`src/rtl/rfb_pkg.sv`:
```
package rfb_pkg;
   typedef enum logic [1:0] {
      WS_IDLE = 2'd0,
      WS_FILL = 2'd1,
      WS_SKIP = 2'd2
   } wr_state_e;

   localparam int ST_RX  = 0;
   localparam int ST_SEC = 1;
   localparam int ST_OVF = 2;
   localparam int ST_W   = 3;

   localparam logic CFG_SEL_CTRL = 1'b0;
   localparam logic CFG_SEL_EN   = 1'b1;
endpackage

```
`src/rtl/rfb_store.sv`:
```
module rfb_store #(
   parameter int DATA_W      = 8,
   parameter int DEPTH       = 128,
   parameter bit EXTRA_STAGE = 1'b0,
   localparam int ADDR_W     = $clog2(DEPTH)
) (
   input  logic              clk,
   input  logic              wr_en,
   input  logic [ADDR_W-1:0] wr_addr,
   input  logic [DATA_W-1:0] wr_data,
   input  logic              rd_en,
   input  logic [ADDR_W-1:0] rd_addr,
   output logic [DATA_W-1:0] rd_data
);
   logic [DATA_W-1:0] mem [DEPTH];
   logic [DATA_W-1:0] rd_q;

   always_ff @(posedge clk) begin
      if (wr_en) mem[wr_addr] <= wr_data;
   end

   always_ff @(posedge clk) begin
      if (rd_en) rd_q <= mem[rd_addr];
   end

   generate
      if (EXTRA_STAGE) begin : g_pipe
         logic [DATA_W-1:0] rd_q2;
         always_ff @(posedge clk) rd_q2 <= rd_q;
         assign rd_data = rd_q2;
      end else begin : g_direct
         assign rd_data = rd_q;
      end
   endgenerate
endmodule

```
`src/rtl/rfb_wr_ctrl.sv`:
```
module rfb_wr_ctrl
   import rfb_pkg::*;
#(
   parameter int DEPTH    = 128,
   localparam int PTR_W   = $clog2(DEPTH) + 1
) (
   input  logic             clk,
   input  logic             rst_n,
   input  logic             soft_rst,
   input  logic             flush,
   input  logic             inhibit,
   input  logic             rx_we,
   input  logic             rx_first,
   input  logic             rx_last,
   input  logic             sec_in,
   input  logic             host_rd_zero,
   output logic             mem_we,
   output logic [PTR_W-1:0] mem_waddr,
   output logic             idle,
   output logic             armed,
   output logic             done,
   output logic             done_ok,
   output logic             done_sec,
   output logic             done_ovf
);
   wr_state_e        state;
   logic [PTR_W-1:0] ptr;
   logic             ovf;
   logic             sec;
   logic             start_ok;
   logic             in_range;
   logic             ovf_now;
   logic             sec_now;

   assign idle     = (state == WS_IDLE);
   assign start_ok = rx_we && rx_first && idle && armed && !inhibit;
   assign in_range = (ptr < PTR_W'(DEPTH));
   assign mem_we   = start_ok || (rx_we && (state == WS_FILL) && in_range);
   assign mem_waddr = start_ok ? '0 : ptr;
   assign ovf_now  = ovf || !in_range;
   assign sec_now  = (ptr == PTR_W'(1)) ? sec_in : sec;

   always_ff @(posedge clk) begin
      if (!rst_n || soft_rst || flush) begin
         state    <= WS_IDLE;
         ptr      <= '0;
         armed    <= 1'b1;
         ovf      <= 1'b0;
         sec      <= 1'b0;
         done     <= 1'b0;
         done_ok  <= 1'b0;
         done_sec <= 1'b0;
         done_ovf <= 1'b0;
      end else begin
         done <= 1'b0;
         if (host_rd_zero && (state != WS_FILL)) armed <= 1'b1;
         if (rx_we) begin
            unique case (state)
               WS_IDLE: begin
                  if (rx_first) begin
                     if (armed && !inhibit) begin
                        armed <= 1'b0;
                        ptr   <= PTR_W'(1);
                        ovf   <= 1'b0;
                        sec   <= 1'b0;
                        if (rx_last) begin
                           done     <= 1'b1;
                           done_ok  <= 1'b1;
                           done_sec <= 1'b0;
                           done_ovf <= 1'b0;
                        end else begin
                           state <= WS_FILL;
                        end
                     end else if (!rx_last) begin
                        state <= WS_SKIP;
                     end
                  end
               end
               WS_FILL: begin
                  if (in_range) ptr <= ptr + PTR_W'(1);
                  else          ovf <= 1'b1;
                  if (ptr == PTR_W'(1)) sec <= sec_in;
                  if (rx_last) begin
                     state    <= WS_IDLE;
                     done     <= 1'b1;
                     done_ok  <= !ovf_now;
                     done_sec <= !ovf_now && sec_now;
                     done_ovf <= ovf_now;
                  end
               end
               WS_SKIP: begin
                  if (rx_last) state <= WS_IDLE;
               end
               default: state <= WS_IDLE;
            endcase
         end
      end
   end
endmodule

```
`src/rtl/rfb_irq.sv`:
```
module rfb_irq
   import rfb_pkg::*;
(
   input  logic            clk,
   input  logic            rst_n,
   input  logic            soft_rst,
   input  logic            done,
   input  logic            done_ok,
   input  logic            done_sec,
   input  logic            done_ovf,
   input  logic            stat_rd,
   output logic [ST_W-1:0] flags,
   output logic [ST_W-1:0] stat_data
);
   logic [ST_W-1:0] evt;
   logic [ST_W-1:0] flags_nxt;

   always_comb begin
      evt          = '0;
      evt[ST_RX]   = done && done_ok;
      evt[ST_SEC]  = done && done_sec;
      evt[ST_OVF]  = done && done_ovf;
      flags_nxt    = (stat_rd ? '0 : flags) | evt;
   end

   always_ff @(posedge clk) begin
      if (!rst_n || soft_rst) begin
         flags     <= '0;
         stat_data <= '0;
      end else begin
         flags <= flags_nxt;
         if (stat_rd) stat_data <= flags;
      end
   end
endmodule

```
`src/rtl/rx_frame_buf.sv`:
```
module rx_frame_buf
   import rfb_pkg::*;
#(
   parameter int DEPTH          = 128,
   parameter int DATA_W         = 8,
   parameter int SEC_BIT        = 3,
   parameter bit EXTRA_RD_STAGE = 1'b0,
   localparam int ADDR_W        = $clog2(DEPTH),
   localparam int PTR_W         = ADDR_W + 1
) (
   input  logic              clk,
   input  logic              rst_n,
   input  logic              soft_rst,
   input  logic              rx_we,
   input  logic              rx_first,
   input  logic              rx_last,
   input  logic [DATA_W-1:0] rx_data,
   input  logic              host_rd_en,
   input  logic [ADDR_W-1:0] host_rd_addr,
   output logic [DATA_W-1:0] host_rd_data,
   input  logic              cfg_we,
   input  logic              cfg_sel,
   input  logic [1:0]        cfg_wdata,
   output logic [3:0]        cfg_state,
   input  logic              stat_rd,
   output logic [ST_W-1:0]   stat_data,
   output logic              irq
);
   generate
      if (DEPTH < 4 || (DEPTH & (DEPTH - 1)) != 0) begin : g_bad_depth
         $error("rx_frame_buf: DEPTH must be a power of two of at least 4");
      end
      if (SEC_BIT >= DATA_W) begin : g_bad_sec
         $error("rx_frame_buf: SEC_BIT must lie inside the data byte");
      end
   endgenerate

   logic             flush_q;
   logic             decinv_q;
   logic             rxie_q;
   logic             secie_q;
   logic             host_rd_zero;
   logic             mem_we;
   logic [PTR_W-1:0] mem_waddr;
   logic             store_we;
   logic             wr_idle;
   logic             wr_armed;
   logic             done;
   logic             done_ok;
   logic             done_sec;
   logic             done_ovf;
   logic [ST_W-1:0]  flags;

   always_ff @(posedge clk) begin
      if (!rst_n) begin
         flush_q  <= 1'b0;
         decinv_q <= 1'b0;
         rxie_q   <= 1'b0;
         secie_q  <= 1'b0;
      end else begin
         if (cfg_we && cfg_sel == CFG_SEL_CTRL) begin
            flush_q  <= cfg_wdata[0];
            decinv_q <= cfg_wdata[1];
         end else begin
            flush_q <= 1'b0;
         end
         if (cfg_we && cfg_sel == CFG_SEL_EN) begin
            rxie_q  <= cfg_wdata[0];
            secie_q <= cfg_wdata[1];
         end
      end
   end

   assign cfg_state    = {secie_q, rxie_q, decinv_q, flush_q};
   assign host_rd_zero = host_rd_en && (host_rd_addr == '0);
   assign store_we     = mem_we && !mem_waddr[ADDR_W];

   rfb_wr_ctrl #(.DEPTH(DEPTH)) u_wr (
      .clk          (clk),
      .rst_n        (rst_n),
      .soft_rst     (soft_rst),
      .flush        (flush_q),
      .inhibit      (decinv_q),
      .rx_we        (rx_we),
      .rx_first     (rx_first),
      .rx_last      (rx_last),
      .sec_in       (rx_data[SEC_BIT]),
      .host_rd_zero (host_rd_zero),
      .mem_we       (mem_we),
      .mem_waddr    (mem_waddr),
      .idle         (wr_idle),
      .armed        (wr_armed),
      .done         (done),
      .done_ok      (done_ok),
      .done_sec     (done_sec),
      .done_ovf     (done_ovf)
   );

   rfb_store #(
      .DATA_W      (DATA_W),
      .DEPTH       (DEPTH),
      .EXTRA_STAGE (EXTRA_RD_STAGE)
   ) u_store (
      .clk     (clk),
      .wr_en   (store_we),
      .wr_addr (mem_waddr[ADDR_W-1:0]),
      .wr_data (rx_data),
      .rd_en   (host_rd_en),
      .rd_addr (host_rd_addr),
      .rd_data (host_rd_data)
   );

   rfb_irq u_irq (
      .clk       (clk),
      .rst_n     (rst_n),
      .soft_rst  (soft_rst),
      .done      (done),
      .done_ok   (done_ok),
      .done_sec  (done_sec),
      .done_ovf  (done_ovf),
      .stat_rd   (stat_rd),
      .flags     (flags),
      .stat_data (stat_data)
   );

   assign irq = (flags[ST_RX] && rxie_q) || (flags[ST_SEC] && secie_q);
endmodule

```
`config.mk`:
```
export PLATFORM = sky130hd
export DESIGN_NAME = rx_frame_buf
export DESIGN_NICKNAME = d
export VERILOG_FILES = /design/src/rtl/rfb_pkg.sv /design/src/rtl/rfb_store.sv /design/src/rtl/rfb_wr_ctrl.sv /design/src/rtl/rfb_irq.sv /design/src/rtl/rx_frame_buf.sv
export SDC_FILE = /design/constraint.sdc
export NUM_CORES = 1
export LEC_CHECK = 0
export BUFFER_PORTS_ARGS = -buffer_cell sky130_fd_sc_hd__buf_4
export CAP_MARGIN = 0
export CORE_MARGIN = 10
export CORE_UTILIZATION = 35
export CTS_CLUSTER_DIAMETER = 80
export DETAILED_ROUTE_END_ITERATION = 10
export GPL_TIMING_DRIVEN = 0
export SLEW_MARGIN = 20
export SYNTH_ARGS = -nofsm -noshare
export SYNTH_HDL_FRONTEND = slang
export SYNTH_HIERARCHICAL = 1
export SYNTH_SLANG_ARGS = --single-unit
export TNS_END_PERCENT = 20
```
`constraint.sdc`:
```
create_clock -name clk -period 3.33 [get_ports clk]
set_input_delay 0.1665 -clock clk [delete_from_list [all_inputs] [get_ports clk]]
set_output_delay 0.1665 -clock clk [all_outputs]
set_load 0.03 [all_outputs]
```
Word level (Yosys, flattened, before mapping)

Memory sizes are Yosys's and may differ from the RTL's. A register that Yosys moved wholly into a read port is not among the register bits.
Index checks and enable logic that the tools add are counted.

Register bits: 27
RAM bits: 1024
Input bits: 27
Output and inout port bits: 16
Word-level logic and storage cells: 113
Memories: 1

Add/sub/neg operators: 1
Order comparisons: 1
Equal/unequal tests: 12
Multiplexer cells: 41
Bitwise gates (word level): 3
Reductions and logical operators: 39

Memories:

| memory      | words | width | rd ports | clocked after memory_dff | write ports | line            | RTL |
|---|---|---|---|---|---|---|---|
| u_store.mem | 128   | 8     | 1        | 1                        | 1           | rfb_store.sv:15 | `logic [DATA_W-1:0] mem [DEPTH];` |

Operators by type and width:

| cell                  | count |
|---|---|
| $mux W8               | 4 |
| $mux W1               | 23 |
| $logic_and A1 B1 Y1   | 18 |
| $pmux W8 S2           | 1 |
| $ne A2 B2 Y1 const B  | 6 |
| $pmux W1 S2           | 6 |
| $mux W2               | 5 |
| $reduce_and A5 Y1     | 2 |
| $add A8 B1 Y8 const B | 1 |
| $eq A8 B1 Y1 const B  | 1 |
| $lt A8 B8 Y1 const B  | 1 |
| $reduce_and A4 Y1     | 2 |
| $logic_not A7 Y1      | 1 |
| $ne A2 B1 Y1 const B  | 3 |
| $reduce_and A6 Y1     | 1 |
| $logic_not A1 Y1      | 5 |
| $logic_or A1 B1 Y1    | 5 |
| $pmux W2 S2           | 1 |
| $reduce_or A2 Y1      | 2 |
| $mux W3               | 1 |
| $or A3 B3 Y3          | 1 |
| $eq A2 B1 Y1 const B  | 1 |
| $eq A2 B2 Y1 const B  | 1 |
| $logic_not A2 Y1      | 1 |
| 3 further kinds       | 4 |

Longest topological paths before layout

Gate-level depths: netlist (run 1).

Depth after elaboration: 9
Gate-level depth with buffers: 12

Cells and area by module

Netlist (run 1), hierarchy kept.

By module, submodules not included:

| module       | instances | cells each | area each (µm²) | sequential area each (µm²) |
|---|---|---|---|---|
| rfb_store    | 1         | 1635       | 39745.6         | 30989.7 |
| rfb_wr_ctrl  | 1         | 125        | 1031.0          | 340.3 |
| rfb_irq      | 1         | 23         | 224.0           | 120.1 |
| rx_frame_buf | 1         | 24         | 210.2           | 80.1 |

Worst setup path after synthesis (run 1)

OpenSTA, ideal clock, no wires.

Kind: register -> register
Start: register u_wr.state[0]
End: memory u_store.mem[82][0], enable pin
Setup time: 383 ps
Arrival time: 2464 ps
Required time: 2947 ps
Slack: 483 ps
Stages on the path, launching flop included: 10
Clock period less this slack: 2847 ps
Cell sequence: dfxtp_1 -> inv_1 -> ha_1 -> and4b_1 -> buf_4 -> nand2_1 -> and2_1 -> nor2b_1 -> nand3_1 -> nor3_1

Elaborated cells between the ends (all ways): 13

RTL lines:

| item                              | line               | RTL |
|---|---|---|
| start: declaration                | rfb_wr_ctrl.sv:26  | `wr_state_e state;` |
| start signal: assignment          | rfb_wr_ctrl.sv:45  | `state <= WS_IDLE;` |
| start signal: assignment          | rfb_wr_ctrl.sv:72  | `state <= WS_FILL;` |
| start signal: assignment          | rfb_wr_ctrl.sv:75  | `state <= WS_SKIP;` |
| $logic_not A2 Y1                  | rfb_wr_ctrl.sv:35  | `assign idle = (state == WS_IDLE);` |
| net wr_idle                       | rx_frame_buf.sv:46 | `logic wr_idle;` |
| $logic_and A1 B1 Y1 (3 in series) | rfb_wr_ctrl.sv:36  | `assign start_ok = rx_we && rx_first && idle && armed && !inhibit;` |
| $mux W8                           | rfb_wr_ctrl.sv:39  | `assign mem_waddr = start_ok ? '0 : ptr;` |
| net mem_waddr[4]                  | rx_frame_buf.sv:44 | `logic [PTR_W-1:0] mem_waddr;` |
| end: declaration                  | rfb_store.sv:15    |  |

The timed path passes the listed nets, and every way through them passes these cells.

Worst setup path after layout (run 1)

Start: register u_wr.state[1]
End: memory u_store.mem[4][3], enable pin

Same word-level chain as after synthesis.

==> results of run 1 <==
flip-flops by register name, summed over array words and instances (netlist names), 2 cells and up:
register	cells
u_irq/flags	3
u_irq/stat_data	3
u_store/mem	1024
u_store/rd_data	8
u_wr/ptr	8
u_wr/state	2
layout make-up:
cell class,instances,area [um2],share of cell area
repair buffers,79,833.3,0.01716
flip-flops and latches,1059,31530,0.6492
inverters,9,33.78,0.0006955
multi-input cells,642,10210,0.2103
well taps,1524,1907,0.03926
plain buffers,96,546.8,0.01126
clock buffers,134,2851,0.05871
clock inverters,62,653.1,0.01345
kinds of logic after synthesis:
group / Yosys count / share of synthesized area
AO/OA/AOI/OAI: 40 / 0.006194
XOR/XNOR: 2 / 0.0004251
adder cells (fa/ha/maj): 6 / 0.001822
buffers and inverters: 106 / 0.01196
flip-flops: 1059 / 0.7651
multiplexers: 353 / 0.1880
AND/OR/NAND/NOR: 241 / 0.02651
worst register-to-register path, stage by stage, from the launching register on:
cell and delay, ps:
dfxtp_1 310, inv_1 120, ha_1 220, and4b_1 250, buf_4 180, nand2_1 120, and2_1 330, nor2_1 430
nand2_1 450, nor2_2 580
metal layers:
layer | routed length (um) | track usage
met1 | 40390 | 0.1983
met2 | 50040 | 0.2513
met3 | 7225 | 0.03040
met4 | 2577 | 0.03979
met5 | 0 | 0
what timing repair did:
action / CTS / global route
buffers inserted: 4 / 13
hold buffers: 16 / 2
endpoints found under the hold margin: 28 / 101
pin swaps: 5 / 21
resized for setup: 216 / 74
cloned: 0 / 0
endpoints found under the setup margin: 980 / 1026
power groups by stage:
stage	combinational [mW]	sequential, mW	clock (mW)
detailed placement	1.40	15.0	0
global placement	1.36	15.0	0
floorplan	0.720	15.0	0
global route	1.49	14.7	12.6
finish	1.42	14.7	11.9
CTS	1.42	14.7	12.1
cell usage in the layout (no fill, tap or decap), types with 8 or more instances in the layout:
cell type,instances
a21oi_1,13
buf_1,17
buf_12,10
buf_2,16
buf_4,58
buf_6,10
bufinv_16,10
clkbuf_1,50
clkbuf_16,109
clkbuf_2,8
clkinv_1,17
clkinv_2,23
dfxtp_1,27
dlygate4sd3_1,18
edfxtp_1,1032
inv_1,9
mux2_2,8
mux2i_1,9
mux4_2,336
nand2_1,23
nand2_2,8
nand2b_1,8
nor2_1,15
nor2_2,16
nor2_4,103
nor3_4,8
o21ai_0,10
how the worst min path moves through the flow:
stage          cells after the start         start  slack [ps]                   to
3_3_place_gp                       2  cfg_wdata[0]         410              flush_q
6_report                           1    rx_data[1]         100  u_store/mem[117][1]
2_1_floorplan                      0    rx_data[0]         270    u_store/mem[0][0]
3_5_place_dp                       2  cfg_wdata[0]         420              flush_q
5_1_grt                            1    rx_data[1]         150  u_store/mem[117][1]
4_1_cts                            1    rx_data[7]         130   u_store/mem[30][7]
through the flow:
step                      hold slack (ps)    util
final                               98.45  0.4168
after global placement              408.0  0.3727
after floorplan                     265.4       -
after detailed placement            423.4  0.3735
after global routing                146.7  0.4168
after CTS                           125.6  0.4121
==> results.tsv, run 1 <==
stage	metric	value	unit
outcome	violations	setup timing	
routing	wl	100200	um
timing	final.period_utilization	1.015	
cts	clock-root-buffer	clkbuf_16	
timing	slew_violations	0	
critical_path	crit_type	register to register	
die	die_x	363.1	um
power_and_ir_drop	pwr-share-comb	0.051	
yosys	avgSynthCellArea	22.81	um2
die	die_h	363.1	um
power_and_ir_drop	internal_power	22.08	mW
global_route	gr-total-overflow	0	
placed_design	routabilityCongestion	0.8011	
flow_run	maxCapViolCount	0	
cts	cts_num_sinks	1059	
die	initial_core_util	0.3537	
power_and_ir_drop	power.density	575.2	nW/um2
cts	cts_buffers	106	
yosys	synth_edf_count	1032	
yosys	synth_seq_cells	1059	
cts	clk_path_buf_depth	3	
timing	fin_tns_setup	-3115	ps
critical_path	cpMostUsedCell	nand2_1	
critical_path	worstPathArrival	3690	ps
yosys	yosysTopAreaCell	edfxtp_1	
layout	final_cell_area	48570	um2
placed_design	place_area	43520	um2
die	dieArea	131900	um2
layout	n_fill_cell	9815	
timing	fmax	295.8	MHz
yosys	ys_async_sr_fraction	0	
layout	final_nets	2026	
layout	syn2layout_area_growth	17.86	%
critical_path	path_buf_inv	2	
placed_design	hpwl	64110	um
routing	drcViolationCount	0	
placed_design	portBuffers	41	
yosys	synth.most_common_cell	edfxtp_1	
routing	wl_per_cell	27.80	um
global_route	antenna_found_initial	1	
outcome	outcome	complete, but fails checks	
yosys	ys_warn_count	6	
timing	finClkSkew	33.88	ps
critical_path	cp-start-kind	register	
yosys	yosys.cell_types.count	48	
routing	first_pass_iters	5	
timing	maxSlewHeadroom	0.2689	
critical_path	end_kind	register	
yosys	synthesis.nets	1840	
yosys	synthTopCellsByArea	edfxtp_1, mux4_2, dfxtp_1, nor2_1, clkbuf_1	
placed_design	pre_cts_ws	-802.0	ps
die	io_pins	43	
layout	num_antenna_cells	0	
power_and_ir_drop	power_frac_clock	0.424	
timing	rsz0062_at_grt	true	
critical_path	path_delay_family	simple AND/OR/NAND/NOR gates	
yosys	ys.flop_type	edfxtp_1	
global_route	grt_pass1_vias	19830	
power_and_ir_drop	total_power	27.94	mW
yosys	syn_area	41210	um2
yosys	synthDominantCellAreaShare	0.7520	
critical_path	r2r_end	u_store/mem[4][3]	
routing	vias	19770	
hold_path	min_path_type	input port to register	
global_route	grt_pass1_wl	143500	um
global_route	grt_max_degree	130	
critical_path	timing.rr.start	u_wr/state[1]	
cts	cts_tree	built	
critical_path	crit_chain	inv_1 -> ha_1 -> and4b_1 -> buf_4 -> nand2_1 -> and2_1 -> nor2_1 -> nand2_1 -> nor2_2	
timing	fin_crit	3381	ps
critical_path	worstRegToRegCells	9	
layout	stdcell_count	3605	
critical_path	max_stage_delay	570	ps
critical_path	cp_data_required_time	3640	ps
critical_path	cp_slowest_cell	nor2_2	
cts	clk_latency	700	ps
cts	path_clk_slew	60	ps
timing	worstMarginPinSlew	1097	ps
critical_path	reg2reg_setup_slack	-50	ps
global_route	grt_usage	0.1498	
routing	ant_nets	0	
cts	htreeDepth	3	
yosys	seq_area_frac_synth	0.7651	
critical_path	cp-endpoint	u_store/mem[4][3]	
power_and_ir_drop	power_frac_seq	0.525	
die	placementRows	125	
power_and_ir_drop	swShare	0.2097	
routing	dr.first_iter.drc_count	2164	
layout	drive_gt1_frac	0.3734	
timing	hold_violations	0	
power_and_ir_drop	irDropWorstVdd	0.0004266	V
critical_path	worstPathMaxFanout	10	
routing	via_per_inst	5.483	
critical_path	cp-startpoint	u_wr/state[1]	
yosys	syn_inst	1807	
power_and_ir_drop	p_sw	5.858	mW
timing	setup-violations-final	155	
power_and_ir_drop	total_leakage_power	14.59	nW
critical_path	crit_cells	9	
yosys	synth_common_cells	edfxtp_1, mux4_2, nor2_1, clkbuf_1, nand2_1	
timing	setup_ws	-50.80	ps
die	core_area	116500	um2
placed_design	dp_cells	3373	
No activity file was read; power rests on OpenSTA's default activity.
==> inputs of run 2 (changes only) <==
Settings changed: CORE_ASPECT_RATIO set to 0.9, REMOVE_ABC_BUFFERS set to 1.
==> run 2 against run 1 <==
Against the previous run:
- the run now ends clean
- first-iteration DRC count decreased by 7.2%
- sequential share of layout area decreased by 0.40 points
- sequential power about the same
- sequential cell count unchanged
- global-route usage decreased by 0.97 points
- fmax increased by 3.2%
- setup slack improved by 100 ps
- core utilization increased by 0.073 points
- register-to-register slack improved by 180 ps
- final cell count decreased by 0.75%
- routed wire length decreased by 5.1%
- largest power group unchanged
==> results.tsv, run 2 (same netlist as run 1, synthesis figures left out) <==
stage	metric	value	unit
outcome	outcome	finished, final reports clean	
layout	top_register	u_store/mem	
layout	layout_commonest_cell	edfxtp_1	
die	die_x	381.7	um
routing	first_pass_iters	5	
hold_path	min_path_type	input port to register	
die	io_pins	43	
critical_path	end_kind	register	
global_route	grt_pass1_vias	19530	
timing	fmax	305.2	MHz
critical_path	worstPathArrival	3700	ps
routing	via_per_inst	5.384	
die	dieArea	131900	um2
global_route	gr-total-overflow	0	
layout	drive_gt1_frac	0.3738	
cts	clk_path_buf_depth	3	
hold_path	holdPathEnd	u_store/mem[54][2]	
die	die_h	345.5	um
critical_path	r2r_end	u_store/mem[102][2]	
power_and_ir_drop	power.density	575.2	nW/um2
power_and_ir_drop	irDropWorstVdd	0.0004364	V
layout	n_fill_cell	9974	
routing	drcViolationCount	0	
critical_path	worstRegToRegCells	9	
critical_path	crit_type	input port to register	
global_route	grt_max_degree	130	
critical_path	cpMostUsedCell	buf_16	
critical_path	cp_data_required_time	3750	ps
routing	ant_nets	0	
global_route	antenna_found_initial	1	
placed_design	routabilityCongestion	0.7555	
critical_path	path_buf_inv	5	
power_and_ir_drop	total_leakage_power	14.58	nW
layout	syn2layout_area_growth	18.58	%
routing	dr.first_iter.drc_count	2008	
cts	htreeDepth	3	
global_route	grt_pass1_wl	138500	um
cts	cts_buffers	104	
routing	vias	19270	
routing	wl_per_cell	26.58	um
cts	cts_tree	built	
timing	finClkSkew	29.68	ps
timing	fin_tns_setup	0	ps
routing	wl	95100	um
timing	worstMarginPinSlew	1090	ps
timing	rsz0062_at_grt	true	
timing	maxSlewHeadroom	0.2734	
die	initial_core_util	0.3521	
cts	cts_num_sinks	1059	
placed_design	hpwl	54390	um
hold_path	holdPathStages	1	
power_and_ir_drop	total_power	28.11	mW
timing	setup-violations-final	0	
timing	fin_crit	3277	ps
timing	final.period_utilization	0.9839	
die	placementRows	119	
timing	hold_violations	0	
layout	layout_common_cells	edfxtp_1, mux4_2, nor2_4, clkbuf_16, buf_4	
critical_path	path_delay_family	multiplexers	
cts	clock-root-buffer	clkbuf_16	
critical_path	cp_slowest_cell	mux4_2	
global_route	grt_usage	0.1402	
layout	final_nets	1953	
layout	largest_reg_flops	1024	
die	core_area	117000	um2
cts	clk_latency	680	ps
placed_design	portBuffers	42	
flow_run	maxCapViolCount	0	
critical_path	worstPathMaxFanout	49	
critical_path	reg2reg_setup_slack	130	ps
critical_path	timing.rr.start	u_wr/state[1]	
hold_path	hp-start	rx_data[2]	
cts	path_clk_slew	60	ps
critical_path	crit_chain	buf_12 -> buf_16 -> buf_16 -> buf_16 -> buf_16 -> mux4_2 -> mux4_2 -> mux4_2 -> mux2_4	
critical_path	max_stage_delay	620	ps
critical_path	cp-start-kind	input port	
timing	slew_violations	0	
## run 2: cell types whose count changed in the layout (fill, tap and decap cells not counted), sizes merged
| cell | delta |
|---|---|
| clkbuf | -42 |
| diode | +1 |
| clkinv | -9 |
| bufbuf | +1 |
| buf | -37 |
| bufinv | +6 |
| dlygate4sd3 | +4 |
## run 2: worst max path at each step
stage	slack (ps)	end	depth (start not counted)	start
floorplan	240	u_store/mem[111][0]	6	u_wr/state[0]
global placement	-3660	u_store/rd_data[4]	5	host_rd_addr[0]
detailed placement	-1130	u_store/mem[110][5]	9	u_wr/state[1]
finish	50	u_store/rd_data[4]	9	host_rd_addr[0]
CTS	-310	u_store/mem[84][6]	8	u_wr/state[0]
global route	-60	u_store/rd_data[2]	9	host_rd_addr[0]
## run 2: cell type report
| cell class | count | area (um2) | area share |
|---|---|---|---|
| Multi-Input combinational cell | 642 | 10490 | 0.2146 |
| Tap cell | 1573 | 1968 | 0.04027 |
| Inverter | 9 | 33.78 | 0.0006913 |
| Sequential cell | 1059 | 31530 | 0.6452 |
| Clock buffer | 131 | 2768 | 0.05663 |
| Clock inverter | 59 | 747.0 | 0.01528 |
| Antenna cell | 1 | 2.502 | 0.00005121 |
| Timing Repair Buffer | 104 | 1333 | 0.02727 |
## run 2: per-layer routing
layer	vias up	track usage	wire (um)
li1	7892	-	-
met1	10560	0.2047	40960
met2	698	0.2167	45460
met3	112	0.02927	7046
met4	0	0.02748	1644
met5	-	0	0
## run 2: timing repair
| action | in CTS | in global routing |
|---|---|---|
| setup buffers | 11 | 10 |
| resized for setup | 181 | 129 |
| hold endpoints to repair | 33 | 75 |
| endpoints found under the setup margin | 1032 | 1032 |
| pin swaps | 5 | 7 |
| hold buffers | 20 | 2 |
| gates cloned | 1 | 2 |
## run 2: power breakdown
part | total [mW] | switching [mW] | internal (mW)
combinational | 1.41 | 0.823 | 0.590
clock | 12.0 | 4.91 | 7.13
sequential | 14.7 | 0.00941 | 14.6
total | 28.1 | 5.74 | 22.4
## run 2: through the flow
stage          instances  worst slack [ps]    util  hold slack [ps]  instance area [um2]
2_1_floorplan       1710             239.5       -            265.4                40750
3_3_place_gp        3325             -3656  0.3677            403.8                43040
3_5_place_dp        3339             -1128  0.3719            428.7                43520
4_1_cts             3561            -314.8  0.4103            120.0                48020
5_1_grt             3577            -63.09  0.4176            93.98                48870
6_report            3578             53.49  0.4176            63.67                48870
